==> config.mk <==
export PLATFORM = sky130hd
export DESIGN_NAME = dma_regfile
export DESIGN_NICKNAME = d
export VERILOG_FILES = /design/src/rtl/dma_rf_pkg.sv /design/src/rtl/dma_rf_decode.sv /design/src/rtl/dma_rf_chan.sv /design/src/rtl/dma_regfile.sv
export SDC_FILE = /design/constraint.sdc
export NUM_CORES = 2
export LEC_CHECK = 0
export BUFFER_PORTS_ARGS = -buffer_cell sky130_fd_sc_hd__clkbuf_2
export CAP_MARGIN = 20
export CORE_AREA = 2 2 496 498
export DETAILED_ROUTE_END_ITERATION = 8
export DIE_AREA = 0 0 498 500
export SLEW_MARGIN = 20
export SYNTH_ARGS = -nofsm -noshare
export SYNTH_HDL_FRONTEND = slang
export SYNTH_SLANG_ARGS = --single-unit
==> constraint.sdc <==
create_clock -name clk -period 2.95 [get_ports clk]
set_input_delay 0.59 -clock clk [delete_from_list [all_inputs] [get_ports clk]]
set_output_delay 0.59 -clock clk [all_outputs]
set_load 0.03 [all_outputs]
==> src/rtl/dma_rf_pkg.sv <==
package dma_rf_pkg;
  localparam int unsigned WORD_W = 32;
  localparam int unsigned BANK_WORDS = 8;
  localparam int unsigned GLB_WORDS = 5;
  localparam logic [WORD_W-1:0] CSR_WMASK = 32'h0000_03FF;
  localparam logic [WORD_W-1:0] CSR_CLRMASK = 32'h0000_F000;
  localparam int unsigned CSR_BUSY_BIT = 10;
  localparam int unsigned CSR_DONE_BIT = 11;
  localparam int unsigned CSR_EVT_LSB = 12;
  localparam logic [WORD_W-1:0] MASK_RST = 32'hFFFF_FFFC;

  typedef enum logic [2:0] {
    BR_CSR, BR_SIZE, BR_SRC, BR_SRCMSK, BR_DST, BR_DSTMSK, BR_DESC, BR_SWPTR
  } bank_reg_e;

  typedef enum logic [2:0] {
    GR_CTRL, GR_MSKA, GR_MSKB, GR_SRCA, GR_SRCB, GR_RSV5, GR_RSV6, GR_RSV7
  } glb_reg_e;
endpackage

==> src/rtl/dma_rf_decode.sv <==
module dma_rf_decode #(
  parameter int unsigned ADDR_W     = 8,
  parameter int unsigned NUM_CH     = 4,
  parameter int unsigned CH_BASE    = 32,
  parameter int unsigned BANK_BYTES = 32,
  localparam int unsigned CH_W      = (NUM_CH > 1) ? $clog2(NUM_CH) : 1,
  localparam int unsigned BANK_SH   = $clog2(BANK_BYTES)
) (
  input  logic [ADDR_W-1:0] addr,
  output logic              is_glob,
  output logic [2:0]        glob_idx,
  output logic [CH_W-1:0]   ch_idx,
  output logic [2:0]        reg_idx,
  output logic              legal
);
  logic [ADDR_W-1:0] off;
  logic [ADDR_W-1:0] ch_full;
  logic [ADDR_W-1:0] gword;
  logic [ADDR_W-1:0] bword;

  always_comb begin
    off      = addr - ADDR_W'(CH_BASE);
    ch_full  = off >> BANK_SH;
    gword    = addr >> 2;
    bword    = (off & ADDR_W'(BANK_BYTES - 1)) >> 2;
    is_glob  = (32'(addr) < CH_BASE);
    glob_idx = gword[2:0];
    ch_idx   = ch_full[CH_W-1:0];
    reg_idx  = bword[2:0];
    if (addr[1:0] != 2'b00)
      legal = 1'b0;
    else if (is_glob)
      legal = (32'(gword) < dma_rf_pkg::GLB_WORDS);
    else
      legal = (32'(ch_full) < NUM_CH) && ((32'(bword) >> 3) == 0);
  end
endmodule

==> src/rtl/dma_rf_chan.sv <==
module dma_rf_chan
  import dma_rf_pkg::*;
(
  input  logic                          clk,
  input  logic                          rst,
  input  logic                          wr_en,
  input  logic                          rd_clr,
  input  logic [2:0]                    reg_idx,
  input  logic [WORD_W-1:0]             wdata,
  input  logic                          eng_upd,
  input  logic                          eng_busy,
  input  logic                          eng_done,
  input  logic [3:0]                    eng_set,
  output logic [BANK_WORDS-1:0][WORD_W-1:0] bank_q
);
  logic [WORD_W-1:0] csr_nxt;

  always_comb begin
    csr_nxt = bank_q[BR_CSR];
    if (wr_en && reg_idx == BR_CSR)
      csr_nxt = (csr_nxt & ~CSR_WMASK) | (wdata & CSR_WMASK);
    if (rd_clr)
      csr_nxt = csr_nxt & ~CSR_CLRMASK;
    if (eng_upd) begin
      csr_nxt[CSR_BUSY_BIT] = eng_busy;
      csr_nxt[CSR_DONE_BIT] = eng_done;
    end
    csr_nxt[CSR_EVT_LSB +: 4] = csr_nxt[CSR_EVT_LSB +: 4] | eng_set;
  end

  always_ff @(posedge clk) begin
    if (rst) begin
      for (int k = 0; k < BANK_WORDS; k++) bank_q[k] <= '0;
      bank_q[BR_SRCMSK] <= MASK_RST;
      bank_q[BR_DSTMSK] <= MASK_RST;
    end else begin
      bank_q[BR_CSR] <= csr_nxt;
      for (int k = 1; k < BANK_WORDS; k++)
        if (wr_en && 32'(reg_idx) == k) bank_q[k] <= wdata;
    end
  end
endmodule

==> src/rtl/dma_regfile.sv <==
module dma_regfile
  import dma_rf_pkg::*;
#(
  parameter int unsigned ADDR_W     = 8,
  parameter int unsigned NUM_CH     = 4,
  parameter int unsigned CH_BASE    = 32,
  parameter int unsigned BANK_BYTES = 32,
  localparam int unsigned CH_W      = (NUM_CH > 1) ? $clog2(NUM_CH) : 1
) (
  input  logic                           clk,
  input  logic                           rst,
  input  logic                           req_valid,
  input  logic                           req_write,
  input  logic [ADDR_W-1:0]              req_addr,
  input  logic [31:0]                    req_wdata,
  output logic                           rsp_valid,
  output logic [31:0]                    rsp_rdata,
  output logic                           rsp_err,
  input  logic [NUM_CH-1:0]              eng_upd,
  input  logic [NUM_CH-1:0]              eng_busy,
  input  logic [NUM_CH-1:0]              eng_done,
  input  logic [NUM_CH-1:0][3:0]         eng_set,
  output logic [NUM_CH-1:0][31:0]        ch_csr_o,
  output logic [NUM_CH-1:0][31:0]        ch_size_o,
  output logic [NUM_CH-1:0][31:0]        ch_src_o,
  output logic [NUM_CH-1:0][31:0]        ch_src_mask_o,
  output logic [NUM_CH-1:0][31:0]        ch_dst_o,
  output logic [NUM_CH-1:0][31:0]        ch_dst_mask_o,
  output logic [NUM_CH-1:0][31:0]        ch_desc_o,
  output logic [NUM_CH-1:0][31:0]        ch_swptr_o,
  output logic [31:0]                    glb_ctrl_o,
  output logic [31:0]                    irq_mask_a_o,
  output logic [31:0]                    irq_mask_b_o,
  output logic [31:0]                    irq_src_a_o,
  output logic [31:0]                    irq_src_b_o
);
  logic            is_glob;
  logic [2:0]      glob_idx;
  logic [CH_W-1:0] ch_idx;
  logic [2:0]      reg_idx;
  logic            legal;
  logic [NUM_CH-1:0][BANK_WORDS-1:0][31:0] banks;
  logic [GLB_WORDS-1:0][31:0] glb_q;
  logic [31:0]     rd_mux;
  logic            ok_acc;

  dma_rf_decode #(
    .ADDR_W(ADDR_W), .NUM_CH(NUM_CH), .CH_BASE(CH_BASE), .BANK_BYTES(BANK_BYTES)
  ) u_dec (
    .addr(req_addr), .is_glob(is_glob), .glob_idx(glob_idx),
    .ch_idx(ch_idx), .reg_idx(reg_idx), .legal(legal)
  );

  assign ok_acc = req_valid && legal;

  for (genvar c = 0; c < NUM_CH; c++) begin : g_ch
    logic hit;
    assign hit = ok_acc && !is_glob && (32'(ch_idx) == c);
    dma_rf_chan u_chan (
      .clk(clk), .rst(rst),
      .wr_en(hit && req_write),
      .rd_clr(hit && !req_write && reg_idx == BR_CSR),
      .reg_idx(reg_idx), .wdata(req_wdata),
      .eng_upd(eng_upd[c]), .eng_busy(eng_busy[c]), .eng_done(eng_done[c]),
      .eng_set(eng_set[c]), .bank_q(banks[c])
    );
    assign ch_csr_o[c]      = banks[c][BR_CSR];
    assign ch_size_o[c]     = banks[c][BR_SIZE];
    assign ch_src_o[c]      = banks[c][BR_SRC];
    assign ch_src_mask_o[c] = banks[c][BR_SRCMSK];
    assign ch_dst_o[c]      = banks[c][BR_DST];
    assign ch_dst_mask_o[c] = banks[c][BR_DSTMSK];
    assign ch_desc_o[c]     = banks[c][BR_DESC];
    assign ch_swptr_o[c]    = banks[c][BR_SWPTR];
  end

  always_ff @(posedge clk) begin
    if (rst) begin
      glb_q <= '0;
    end else if (ok_acc && is_glob && req_write) begin
      for (int g = 0; g < GLB_WORDS; g++)
        if (32'(glob_idx) == g)
          glb_q[g] <= (g == GR_CTRL) ? {req_wdata[31:1], 1'b0} : req_wdata;
    end
  end

  assign glb_ctrl_o   = glb_q[GR_CTRL];
  assign irq_mask_a_o = glb_q[GR_MSKA];
  assign irq_mask_b_o = glb_q[GR_MSKB];
  assign irq_src_a_o  = glb_q[GR_SRCA];
  assign irq_src_b_o  = glb_q[GR_SRCB];

  always_comb begin
    rd_mux = '0;
    if (legal) begin
      if (is_glob) begin
        for (int g = 0; g < GLB_WORDS; g++)
          if (32'(glob_idx) == g) rd_mux = glb_q[g];
      end else begin
        for (int c = 0; c < NUM_CH; c++)
          if (32'(ch_idx) == c) rd_mux = banks[c][reg_idx];
      end
    end
  end

  always_ff @(posedge clk) begin
    if (rst) begin
      rsp_valid <= 1'b0;
      rsp_rdata <= '0;
      rsp_err   <= 1'b0;
    end else begin
      rsp_valid <= req_valid && !req_write;
      rsp_rdata <= (req_valid && !req_write) ? rd_mux : '0;
      rsp_err   <= req_valid && !legal;
    end
  end
endmodule

==> flow_summary.json <==
{
  "worst_path_max_delay_cell": "a221oi_1",
  "clk_pin_slew_worst_paths_ps": 70,
  "synth_enable_flop_cells": 0,
  "clock_sinks": 1153,
  "cp_cell_sequence": "mux2_2 > a221oi_1 > buf_4 > o22ai_1 > a221oi_1 > a31oi_1",
  "synth_cell_types": 65,
  "initial_core_util": 0.209,
  "endpoint_kind": "flip-flop",
  "place_worst_setup_slack_ps": -316,
  "crit_path_max_fanout": 3,
  "fin_area_um2": 67900,
  "synth_most_common_cell": "dfxtp_1",
  "first_iter_violations": 5460,
  "synth.area.top_cells": "dfxtp_1 (45%), mux2i_1 (14%), mux4_2 (8.7%)",
  "irDropWorstVdd_mv": 0.402,
  "finalNetCount": 6510,
  "via_count": 47900,
  "finalWorstSetupSlack_ps": 479,
  "finalMaxSlewViolations": 0,
  "synth_flop_cell": "dfxtp_1",
  "drive_gt1_frac": 0.332,
  "arrival_ps": 3080,
  "htreeDepth": 4,
  "io_buffers": 1224,
  "cts_buffers": 140,
  "core_area_um2": 244000,
  "crit_required_ps": 3560,
  "die_width_um": 498,
  "dp_hpwl_mm": 251,
  "synth_compound_area_frac": 0.0762,
  "synthAdderAreaFrac": 0,
  "cts_resized": 0,
  "die_h_um": 500,
  "fmax_mhz": 405,
  "syn-cell-area_um2": 51000,
  "cpPeakStageDelay_ps": 770,
  "synthSimpleGateAreaFrac": 0.163,
  "cts_setup_buffers": 0,
  "wl_mm": 323,
  "relSlewSlack": 0.168,
  "yosysWarnings": 0,
  "wire_per_inst_um": 33.1,
  "rows": 182,
  "hold_viol": 0,
  "syn_inst": 5200,
  "power_mw": 36.6,
  "worstSetupStartpointType": "flip-flop",
  "synthTopCellsByCount": "dfxtp_1 (1153), nand2_1 (753), nor2_1 (752)",
  "place.gp.congestion": 0.916,
  "ys_ff_latch": 1153,
  "drt-pass1-iter-count": 8,
  "drc": 0,
  "cts_tree": "done",
  "status": "finished, final reports clean",
  "rsz0062_at_grt": "false",
  "synth_top_area_share": 0.453,
  "layout.cells.non_filler": 9779,
  "path_buf_inv": 1,
  "area_delta_synth_final_pct": 33.3,
  "synth_top_area_cell": "dfxtp_1",
  "gr-total-overflow": 0,
  "synth_top_family_by_area": "multiplexers",
  "grt_pass1_wl_mm": 425,
  "critPathTopFamily": "compound AO/OA/AOI/OAI gates",
  "power.density_nw_per_um2": 538,
  "placedCellCount": 9491,
  "path_class": "reg2reg",
  "drv_cap": 0,
  "vias_per_cell": 4.90,
  "tightest_slew_ps": 1250,
  "async_flop_share": 0,
  "p_leak_nw": 26.8,
  "yosysSeqAreaShare": 0.453,
  "synth_xor_area_frac": 0,
  "crit_top_cell": "a221oi_1",
  "syn-mean-instance-area_um2": 9.80,
  "grt_max_degree": 177,
  "synth_mux_area_frac": 0.247,
  "cts.path.max_buffers": 3,
  "clk_latency_ps": 810,
  "dpl-instance-area_um2": 62900,
  "cts_root_buf": "clkbuf_16",
  "cts_hold_buf": 24,
  "antenna_found_initial": 23,
  "min_period_ps": 2470,
  "postRouteAntennaNets": 0,
  "grt_usage": 0.249,
  "min_period_over_period": 0.838,
  "setup_viol": 0,
  "hp-class": "in2reg",
  "fin_hold_ws_ps": 98.6,
  "fin_skew_ps": 45.8,
  "dieArea_um2": 249000,
  "pin_count": 1290,
  "grt_pass1_vias": 45700
}
## cells by family after synthesis
group,Yosys count
compound gates,575
simple gates,1856
mux,1002
other cells,1
flops,1153
buf+inv,613
## per-stage QoR
step	utilization	setup TNS [ps]
after global placement	0.257	-2450
after floorplan	-	0
after detailed placement	0.258	-4370
after CTS	0.278	0
final	0.278	0
after global routing	0.278	0
## final timing paths
path / slack, ps / endpoint / start / cells after the start
min: 100 / rsp_err$_SDFF_PP0_ / req_valid / 2
max: 480 / rsp_rdata[24]$_SDFF_PP0_ / g_ch[0].u_chan.bank_q[120]$_SDFFE_PP1P_ / 6
min reg2reg: 470 / g_ch[3].u_chan.bank_q[34]$_SDFFE_PP0P_ / g_ch[3].u_chan.bank_q[34]$_SDFFE_PP0P_ / 2
max reg2reg: 480 / rsp_rdata[24]$_SDFF_PP0_ / g_ch[0].u_chan.bank_q[120]$_SDFFE_PP1P_ / 6
## worst reg2reg max path, stage by stage (launching register included)
cell      delay [ps]
dfxtp_1          330
mux2_2           260
a221oi_1         770
buf_4            240
o22ai_1           80
a221oi_1         340
a31oi_1          250
## routing by layer
layer / wire length, µm / up-vias / share of wire / GRT usage
met5: 23 / - / 0.000071 / 0
met2: 156000 / 2938 / 0.48 / 0.426
met3: 27000 / 589 / 0.083 / 0.0600
met4: 19200 / 4 / 0.059 / 0.126
met1: 121000 / 24000 / 0.38 / 0.289
li1: - / 20400 / - / -
## state kept, by name, indices dropped and copies added, names as in the netlist
register,count
irq_mask_a_o,32
rsp_rdata,32
irq_mask_b_o,32
glb_ctrl_o,31
rsp_valid,1
g_ch.u_chan.bank_q,960
irq_src_a_o,32
rsp_err,1
irq_src_b_o,32
## layout make-up
cell class | count | area [µm²]
antenna | 16 | 40.0
clock buffer | 196 | 3970
clock inverter | 51 | 738
fill | 25800 | 176000
inverter | 5 | 23.8
multi-input combinational | 3498 | 25200
sequential | 1153 | 23100
tap | 3220 | 4030
timing repair buffer | 1640 | 10800
## cells in the final DEF (no fill, tap or decap), types with 18 or more instances in the layout
master,synthesis,final
buf_12,0,120
a31oi_1,20,20
o211ai_1,29,29
a21oi_1,233,232
mux4_2,196,196
clkbuf_8,0,22
a221oi_1,59,59
dfxtp_1,1153,1153
a22oi_1,27,27
a211o_1,61,61
mux2i_1,735,735
nand2_1,753,750
buf_4,144,272
clkbuf_1,313,33
nand3b_1,180,180
nor2b_1,68,63
clkbuf_16,0,142
o21ai_0,40,40
nor2_1,752,745
mux2_2,71,71
dlygate4sd3_1,0,24
conb_1,1,65
clkbuf_2,0,1219
a22o_1,18,18
## power breakdown
group	internal, mW	switching (mW)
Sequential	15.6	0.0512
Clock	10.2	7.67
Combinational	0.966	2.04
Total	26.8	9.76
No activity file was read; power rests on OpenSTA's default activity.
